===== src/rtl/spi_bm_pkg.sv =====
package spi_bm_pkg;

    // Register word addresses
    localparam logic [2:0] A_CTRL  = 3'd0;
    localparam logic [2:0] A_XFER  = 3'd1;
    localparam logic [2:0] A_FIFO  = 3'd2;
    localparam logic [2:0] A_BURST = 3'd3;
    localparam logic [2:0] A_TXC   = 3'd4;
    localparam logic [2:0] A_STC   = 3'd5;
    localparam logic [2:0] A_TXD   = 3'd6;
    localparam logic [2:0] A_RXD   = 3'd7;

    // Control register bits
    localparam int B_EN  = 0;
    localparam int B_MST = 1;

    // Transfer register bits
    localparam int B_CPHA  = 0;
    localparam int B_CPOL  = 1;
    localparam int B_SELLO = 4;
    localparam int B_OWN   = 6;
    localparam int B_LVL   = 7;
    localparam int B_DISC  = 8;
    localparam int B_SDEL  = 11;
    localparam int B_START = 31;

    // FIFO control bits
    localparam int B_TXRST = 15;
    localparam int B_RXRST = 31;

    localparam int NUM_SS = 4;

    typedef enum logic [1:0] {
        ST_IDLE,
        ST_LOAD,
        ST_SHIFT,
        ST_TAIL
    } eng_state_e;

endpackage


===== src/rtl/spi_bm_fifo.sv =====
module spi_bm_fifo #(
    parameter int WIDTH = 8,
    parameter int DEPTH = 64
) (
    input  logic             clk,
    input  logic             rst_n,
    input  logic             flush,
    input  logic             push,
    input  logic [WIDTH-1:0] din,
    input  logic             pop,
    output logic [WIDTH-1:0] dout,
    output logic             empty,
    output logic             full
);
    localparam int PW = (DEPTH > 1) ? $clog2(DEPTH) : 1;
    localparam int CW = PW + 1;

    logic [WIDTH-1:0] mem [DEPTH];
    logic [PW-1:0]    wr_ptr, rd_ptr;
    logic [CW-1:0]    count;
    logic             push_ok, pop_ok;

    assign empty   = (count == '0);
    assign full    = (count == CW'(DEPTH));
    assign push_ok = push && !full && !flush;
    assign pop_ok  = pop && !empty && !flush;
    assign dout    = mem[rd_ptr];

    always_ff @(posedge clk) begin
        if (push_ok) mem[wr_ptr] <= din;
    end

    always_ff @(posedge clk or negedge rst_n) begin
        if (!rst_n) begin
            wr_ptr <= '0;
            rd_ptr <= '0;
            count  <= '0;
        end else if (flush) begin
            wr_ptr <= '0;
            rd_ptr <= '0;
            count  <= '0;
        end else begin
            if (push_ok) wr_ptr <= (wr_ptr == PW'(DEPTH - 1)) ? '0 : wr_ptr + 1'b1;
            if (pop_ok)  rd_ptr <= (rd_ptr == PW'(DEPTH - 1)) ? '0 : rd_ptr + 1'b1;
            count <= count + CW'(push_ok) - CW'(pop_ok);
        end
    end

    // occupancy never exceeds the depth
    p_count_bound_r11: assert property (@(posedge clk) disable iff (!rst_n)
        count <= CW'(DEPTH));

    // a push into a full FIFO leaves the level unchanged
    p_full_hold_r11: assert property (@(posedge clk) disable iff (!rst_n)
        (full && push && !pop && !flush) |=> (full && count == $past(count)));

endmodule


===== src/rtl/spi_bm_engine.sv =====
module spi_bm_engine
    import spi_bm_pkg::*;
#(
    parameter int HALF_PERIOD = 2
) (
    input  logic       clk,
    input  logic       rst_n,
    input  logic       run,
    input  logic       start,
    input  logic       cpol,
    input  logic       cpha,
    input  logic       sdelay,
    input  logic       burst_zero,
    input  logic       burst_last,
    input  logic       tx_take,
    input  logic       tx_empty,
    input  logic [7:0] tx_byte,
    input  logic       miso,
    output logic       sclk,
    output logic       mosi,
    output logic       busy,
    output logic       tx_pop,
    output logic       byte_done,
    output logic       burst_done,
    output logic [7:0] rx_byte
);
    localparam int TW = (HALF_PERIOD > 2) ? $clog2(HALF_PERIOD) : 1;

    eng_state_e    state, state_n;
    logic [TW-1:0] tick;
    logic [3:0]    ecnt;
    logic [7:0]    txsh, rxsh;
    logic          pend;
    logic          tick_end, samp_edge, last_drive;

    assign tick_end   = (tick == TW'(HALF_PERIOD - 1));
    assign samp_edge  = ecnt[0] ^ ~cpha;            // leading edges are even
    assign last_drive = cpha ? (ecnt == 4'd0) : (ecnt == 4'd15);

    // State register
    always_ff @(posedge clk or negedge rst_n) begin
        if (!rst_n) state <= ST_IDLE;
        else        state <= state_n;
    end

    // Next-state logic
    always_comb begin
        state_n = state;
        unique case (state)
            ST_IDLE:  if (run && start && !burst_zero) state_n = ST_LOAD;
            ST_LOAD:  state_n = ST_SHIFT;
            ST_SHIFT: if (tick_end && ecnt == 4'd15) state_n = ST_TAIL;
            ST_TAIL:  state_n = burst_last ? ST_IDLE : ST_LOAD;
        endcase
        if (!run) state_n = ST_IDLE;
    end

    // Outputs
    always_comb begin
        busy       = (state != ST_IDLE);
        tx_pop     = run && (state == ST_LOAD) && tx_take && !tx_empty;
        byte_done  = run && (state == ST_TAIL);
        burst_done = run && (((state == ST_TAIL) && burst_last) ||
                             ((state == ST_IDLE) && start && burst_zero));
        rx_byte    = pend ? {rxsh[6:0], miso} : rxsh;
        mosi       = txsh[7];
    end

    // Shift datapath
    always_ff @(posedge clk or negedge rst_n) begin
        if (!rst_n) begin
            sclk <= 1'b0;
            tick <= '0;
            ecnt <= '0;
            txsh <= '0;
            rxsh <= '0;
            pend <= 1'b0;
        end else begin
            pend <= 1'b0;
            unique case (state)
                ST_IDLE: begin
                    sclk <= cpol;
                    tick <= '0;
                    ecnt <= '0;
                    txsh <= '0;
                end
                ST_LOAD: begin
                    txsh <= tx_pop ? tx_byte : 8'h00;
                    tick <= '0;
                    ecnt <= '0;
                end
                ST_SHIFT: begin
                    if (pend) rxsh <= {rxsh[6:0], miso};
                    tick <= tick_end ? '0 : tick + 1'b1;
                    if (tick_end) begin
                        sclk <= ~sclk;
                        ecnt <= ecnt + 1'b1;
                        if (samp_edge) begin
                            if (sdelay) pend <= 1'b1;
                            else        rxsh <= {rxsh[6:0], miso};
                        end else if (!last_drive) begin
                            txsh <= {txsh[6:0], 1'b0};
                        end
                    end
                end
                ST_TAIL: begin
                    rxsh <= rx_byte;
                end
            endcase
        end
    end

    // a controller switched off returns to IDLE at the next edge
    p_off_idle_r2: assert property (@(posedge clk) disable iff (!rst_n)
        !run |=> (state == ST_IDLE));

    // after sixteen toggles SCLK is back at its idle level
    p_sclk_home_r8: assert property (@(posedge clk) disable iff (!rst_n)
        (state == ST_TAIL) |-> (sclk == cpol));

endmodule


===== src/rtl/spi_burst_master.sv =====
module spi_burst_master
    import spi_bm_pkg::*;
#(
    parameter int FIFO_DEPTH  = 64,
    parameter int CNT_W       = 24,
    parameter int HALF_PERIOD = 2
) (
    input  logic        clk,
    input  logic        rst_n,
    input  logic        bus_wr,
    input  logic        bus_rd,
    input  logic [2:0]  bus_addr,
    input  logic [31:0] bus_wdata,
    output logic [31:0] bus_rdata,
    output logic        sclk,
    output logic        mosi,
    input  logic        miso,
    output logic [3:0]  ss_n
);
    localparam int PAD = 32 - CNT_W;

    logic en_q, mst_q, cpha_q, cpol_q, own_q, lvl_q, disc_q, sdel_q;
    logic start_q, txrst_q, rxrst_q;
    logic [1:0]       sel_q;
    logic [CNT_W-1:0] burst_q, txc_q, stc_q;

    logic run, busy, tx_pop, byte_done, burst_done;
    logic tx_empty, tx_full, rx_empty, rx_full;
    logic [7:0] tx_dout, rx_dout, rx_byte;
    logic wr_ctrl, wr_xfer, wr_fifo, wr_burst, wr_txc, wr_stc, wr_txd, rd_rxd;
    logic unused_sigs;

    assign run      = en_q & mst_q;
    assign wr_ctrl  = bus_wr && (bus_addr == A_CTRL);
    assign wr_xfer  = bus_wr && (bus_addr == A_XFER);
    assign wr_fifo  = bus_wr && (bus_addr == A_FIFO);
    assign wr_burst = bus_wr && (bus_addr == A_BURST);
    assign wr_txc   = bus_wr && (bus_addr == A_TXC);
    assign wr_stc   = bus_wr && (bus_addr == A_STC);
    assign wr_txd   = bus_wr && (bus_addr == A_TXD);
    assign rd_rxd   = bus_rd && (bus_addr == A_RXD);
    assign unused_sigs = ^{bus_wdata, tx_full, rx_full};

    always_ff @(posedge clk or negedge rst_n) begin
        if (!rst_n) begin
            {en_q, mst_q, cpha_q, cpol_q, own_q, lvl_q, disc_q, sdel_q} <= '0;
            {start_q, txrst_q, rxrst_q} <= '0;
            sel_q   <= '0;
            burst_q <= '0;
            txc_q   <= '0;
            stc_q   <= '0;
        end else begin
            if (wr_ctrl) begin
                en_q  <= bus_wdata[B_EN];
                mst_q <= bus_wdata[B_MST];
            end
            if (wr_xfer) begin
                cpha_q <= bus_wdata[B_CPHA];
                cpol_q <= bus_wdata[B_CPOL];
                sel_q  <= bus_wdata[B_SELLO +: 2];
                own_q  <= bus_wdata[B_OWN];
                lvl_q  <= bus_wdata[B_LVL];
                disc_q <= bus_wdata[B_DISC];
                sdel_q <= bus_wdata[B_SDEL];
            end
            start_q <= run && ((wr_xfer && bus_wdata[B_START]) || (start_q && !burst_done));
            txrst_q <= wr_fifo && bus_wdata[B_TXRST];
            rxrst_q <= wr_fifo && bus_wdata[B_RXRST];
            if (wr_burst)       burst_q <= bus_wdata[CNT_W-1:0];
            else if (byte_done) burst_q <= burst_q - 1'b1;
            if (wr_txc)                          txc_q <= bus_wdata[CNT_W-1:0];
            else if (byte_done && txc_q != '0)   txc_q <= txc_q - 1'b1;
            if (wr_stc)                          stc_q <= bus_wdata[CNT_W-1:0];
            else if (byte_done && stc_q != '0)   stc_q <= stc_q - 1'b1;
        end
    end

    always_comb begin
        bus_rdata = '0;
        case (bus_addr)
            A_CTRL:  bus_rdata = {30'b0, mst_q, en_q};
            A_XFER:  bus_rdata = {start_q, 19'b0, sdel_q, 2'b0, disc_q, lvl_q, own_q,
                                  sel_q, 2'b0, cpol_q, cpha_q};
            A_FIFO:  bus_rdata = {rxrst_q, 15'b0, txrst_q, 15'b0};
            A_BURST: bus_rdata = {{PAD{1'b0}}, burst_q};
            A_TXC:   bus_rdata = {{PAD{1'b0}}, txc_q};
            A_STC:   bus_rdata = {{PAD{1'b0}}, stc_q};
            A_RXD:   bus_rdata = {24'b0, rx_empty ? 8'h00 : rx_dout};
            default: bus_rdata = '0;
        endcase
    end

    for (genvar i = 0; i < NUM_SS; i++) begin : g_ss
        assign ss_n[i] = (sel_q == 2'(i)) ? (own_q ? lvl_q : ~busy) : 1'b1;
    end

    spi_bm_fifo #(.WIDTH(8), .DEPTH(FIFO_DEPTH)) u_txf (
        .clk(clk), .rst_n(rst_n), .flush(txrst_q), .push(wr_txd), .din(bus_wdata[7:0]),
        .pop(tx_pop), .dout(tx_dout), .empty(tx_empty), .full(tx_full)
    );

    spi_bm_fifo #(.WIDTH(8), .DEPTH(FIFO_DEPTH)) u_rxf (
        .clk(clk), .rst_n(rst_n), .flush(rxrst_q), .push(byte_done && !disc_q), .din(rx_byte),
        .pop(rd_rxd), .dout(rx_dout), .empty(rx_empty), .full(rx_full)
    );

    spi_bm_engine #(.HALF_PERIOD(HALF_PERIOD)) u_eng (
        .clk(clk), .rst_n(rst_n), .run(run), .start(start_q), .cpol(cpol_q), .cpha(cpha_q),
        .sdelay(sdel_q), .burst_zero(burst_q == '0), .burst_last(burst_q == CNT_W'(1)),
        .tx_take(txc_q != '0), .tx_empty(tx_empty), .tx_byte(tx_dout), .miso(miso),
        .sclk(sclk), .mosi(mosi), .busy(busy), .tx_pop(tx_pop), .byte_done(byte_done),
        .burst_done(burst_done), .rx_byte(rx_byte)
    );

    // the start bit only drops at burst end or when switched off
    p_start_drop_r3: assert property (@(posedge clk) disable iff (!rst_n)
        $fell(start_q) |-> $past(burst_done || !run));

    // each finished byte lowers the burst counter by one
    p_burst_dec_r4: assert property (@(posedge clk) disable iff (!rst_n)
        (byte_done && !wr_burst) |=> (burst_q == $past(burst_q) - 1'b1));

    // the engine never pops an empty transmit FIFO
    p_pop_has_data_r5: assert property (@(posedge clk) disable iff (!rst_n)
        tx_pop |-> !tx_empty);

    // at most one chip-select line is active
    p_one_ss_r10: assert property (@(posedge clk) disable iff (!rst_n)
        $countones(~ss_n) <= 1);

    // a FIFO reset bit clears itself one cycle later
    p_rst_selfclear_r12: assert property (@(posedge clk) disable iff (!rst_n)
        (txrst_q && !wr_fifo) |=> (!txrst_q && tx_empty));

endmodule


===== config.mk =====
export PLATFORM = sky130hd
export DESIGN_NAME = spi_burst_master
export DESIGN_NICKNAME = d
export VERILOG_FILES = /design/src/rtl/spi_bm_pkg.sv /design/src/rtl/spi_bm_fifo.sv /design/src/rtl/spi_bm_engine.sv /design/src/rtl/spi_burst_master.sv
export SDC_FILE = /design/constraint.sdc
export NUM_CORES = 1
export LEC_CHECK = 0
export BUFFER_PORTS_ARGS = -buffer_cell sky130_fd_sc_hd__buf_2
export CAP_MARGIN = 20
export CORE_ASPECT_RATIO = 1.4
export CORE_MARGIN = 1.5
export CORE_UTILIZATION = 25
export DETAILED_ROUTE_END_ITERATION = 10
export GPL_ROUTABILITY_DRIVEN = 0
export PLACE_DENSITY = 0.48
export SETUP_SLACK_MARGIN = 0.5
export SLEW_MARGIN = 10
export SYNTH_ARGS = -nofsm -noshare
export SYNTH_HDL_FRONTEND = slang
export SYNTH_HIERARCHICAL = 1
export SYNTH_SLANG_ARGS = --single-unit

===== constraint.sdc =====
create_clock -name clk -period 6.07 [get_ports clk]
set_clock_uncertainty 0.1 [all_clocks]
set_input_delay 0.9105 -clock clk [delete_from_list [all_inputs] [get_ports clk]]
set_output_delay 0.9105 -clock clk [all_outputs]
set_load 0.05 [all_outputs]

==> summary.txt <==
Final layout
  – Layout cell share with drive strength beyond 1: 21.4%
  – Fin area: 0.0561 mm^2
  – # fillers: roughly 20,000
  – Synthesis-to-layout area growth: 13.7%
  – Fin util: about 29%
  – Nets@finish: ~3,000
  – Fin cells: between 5,000 and 6,000

Run
  – Max-cap violation count: 0

Routing
  – Final WL: ~120 mm
  – Drt via density: about 4.5
  – Drt wl/cell: between 20 and 25 um
  – Drt first-iter violations: roughly 1,700
  – Final ANT Viol Nets: 0
  – First-pass DRT Iterations: 7
  – DR vias: 25,700
  – DRC Markers: 0

Floorplan
  – # IOs: between 70 and 80
  – Chip height: around 530 um
  – # rows: between 150 and 200
  – DIE AREA: 0.200 mm^2
  – Core footprint: roughly 0.20 mm^2
  – Starting Density: 25.2%
  – Die width: between 300 and 400 um

Setup path
  – CP bufs+invs: 2
  – Worst r2r src: u_eng/state[0]
  – WS Path Type: reg2out
  – Critical path's top delay family: compound AO/OA/AOI/OAI gates
  – Crit Reg-Reg Endpoint: u_rxf/mem[38][7]
  – Crit-path max FO: 61
  – Crit-path cells: buf_4, mux4_2, mux2i_1, nand2_1, o211ai_2, o2111ai_1, o21a_1, a22oi_1, o21ai_0, buf_2
  – Worst reg-to-reg setup slack: 1.49 ns
  – Reg2Reg Depth: 11
  – Critical path's largest stage delay: about 1.1 ns
  – Req. time, crit path: about 5.1 ns
  – Critical Path AT: ~4.2 ns
  – Slowest stage cell on the critical path: dfrtp_4
  – CP Capture Type: output pin
  – CP startpoint kind: flip-flop

Global routing
  – Pin count of the biggest net entering global routing: 70
  – Vias in the first global route: 26,700
  – GRT Util Overall: between 10% and 20%
  – Total gr overflow: 0
  – Initial antenna violation count: 4
  – First-pass GRT wire length: between 150 and 200 mm

Power
  – Comb pwr share: 10.7%
  – P_leak: ~16 nW
  – Clock share of power: 37.7%
  – Pint: roughly 13 mW
  – Sw Share: about a quarter
  – Sequential power share: 51.7%
  – Pwr Density: between 300 and 400 mW/mm^2
  – Sw Pwr: between 4 and 5 mW
  – Maximum VDD drop: between 0.0002 and 0.00025 V

CTS
  – Clock Tree Root: clkbuf_16
  – Max Root-Sink Buffers: 3
  – Clk sink count: roughly 1,200
  – Clk slew on worst S/H paths: about 0.060 ns
  – Post-CTS resize count: 0
  – Clk_lat worst skew: 0.72 ns
  – CTS tree: done
  – H-tree depth: 3
  – CTS buffer count: about 110

STA
  – Slew HR: between 20 and 30%
  – Fmax: 190 MHz
  – Min cycle time layout: about 5.3 ns
  – Final setup fails: 0
  – Max Transition Viols Final: 0
  – Least-Margin Pin Slew: roughly 1.1 ns
  – Hold Fails Final Rpt: 0
  – Tcrit/Tclk final: 86.6%
  – RSZ-0062 raised after global routing: no
  – Setup TNS: 0 ns

Placed design
  – Placed Cells: about 5,400
  – DP Area: approximately 0.053 mm^2
  – Dpl hpwl: ~80 mm
  – Number of I/O port buffers: 63

Hold path
  – Worst hold path class: in2async

Synth
  – Yosys Warn Count: 6
  – Synth Area per Inst: approximately 17 um^2
  – Syn Std Cell Area: 0.0493 mm^2
  – Syn Inst Count: 2,862

Status
  – Status: finished, final reports clean
stage by stage:
stage | total power [mW] | hold slack (ns) | worst slack [ns]
global placement | 11.3 | 0.386 | 1.25
floorplan | 10.7 | 0.377 | 1.78
CTS | 18.1 | 0.0357 | 0.504
finish | 17.9 | 0.0691 | 0.815
global route | 18.6 | 0.0737 | 0.581
detailed placement | 11.4 | 0.396 | 1.31
area by class of cell:
cell class	instances	area [um^2]	share of cell area, %
Clock inverter	66	623	1.11
Sequential cell	1172	34500	61.5
Clock buffer	128	2820	5.02
Timing Repair Buffer	126	885	1.58
Inverter	47	176	0.315
Tap cell	2619	3280	5.84
Antenna cell	3	7.51	0.0134
Multi-Input combinational cell	1486	13800	24.6
per-layer routing:
layer	global-route usage (%)	routed length, um	up-vias
met5	0	0	-
met2	21.9	64200	534
met3	1.82	4640	158
li1	-	-	11500
met4	3.39	2980	0
met1	15.4	52100	13500
power by group through the flow:
| stage | logic, mW | clock network, mW | registers (mW) |
|---|---|---|---|
| after global placement | 1.90 | 0 | 9.44 |
| after detailed placement | 1.91 | 0 | 9.44 |
| after CTS | 1.92 | 6.96 | 9.27 |
| after global routing | 2.09 | 7.21 | 9.28 |
| final | 1.91 | 6.74 | 9.25 |
| after floorplan | 1.47 | 0 | 9.21 |
flip-flops by register name, indices dropped and copies added (netlist names), 2 cells and up:
register	flops
stc_q	24
txc_q	24
u_eng/ecnt	4
u_txf/rd_ptr	6
u_txf/wr_ptr	6
u_rxf/mem	512
u_txf/count	7
u_eng/state	2
burst_q	24
u_rxf/count	7
u_eng/txsh	8
u_eng/rxsh	8
sel_q	2
u_txf/mem	512
u_rxf/rd_ptr	6
u_rxf/wr_ptr	6
worst max path at each step:
stage | cells past startpoint | slack, ns | from | to
finish | 10 | 0.81 | u_rxf/rd_ptr[2] | bus_rdata[4]
global route | 10 | 0.58 | u_rxf/rd_ptr[2] | bus_rdata[4]
CTS | 9 | 0.50 | u_rxf/rd_ptr[0] | bus_rdata[0]
detailed placement | 9 | 1.31 | u_rxf/rd_ptr[0] | bus_rdata[0]
global placement | 9 | 1.25 | u_rxf/rd_ptr[0] | bus_rdata[0]
floorplan | 5 | 1.78 | bus_addr[0] | bus_rdata[10]
cells in the final DEF, fill, tap and decap left out, types with 25 or more instances in the layout:
master     instances
edfxtp_1        1024
nor2_1           247
mux4_2           244
dfrtp_1          141
clkbuf_16        108
nand2_1           97
o21ai_0           91
mux2i_1           89
a21oi_1           73
buf_2             62
mux2_2            56
buf_4             55
inv_1             46
nor2b_1           44
nand3_1           40
xor2_1            36
ha_1              36
o22ai_1           31
xnor2_1           30
a211oi_1          27
nor3_1            25
timing repair:
action	in CTS	in global routing
hold buffers	0	0
endpoints found under the setup margin	0	5
buffers inserted	0	1
Power figures use the tool's default switching activity.
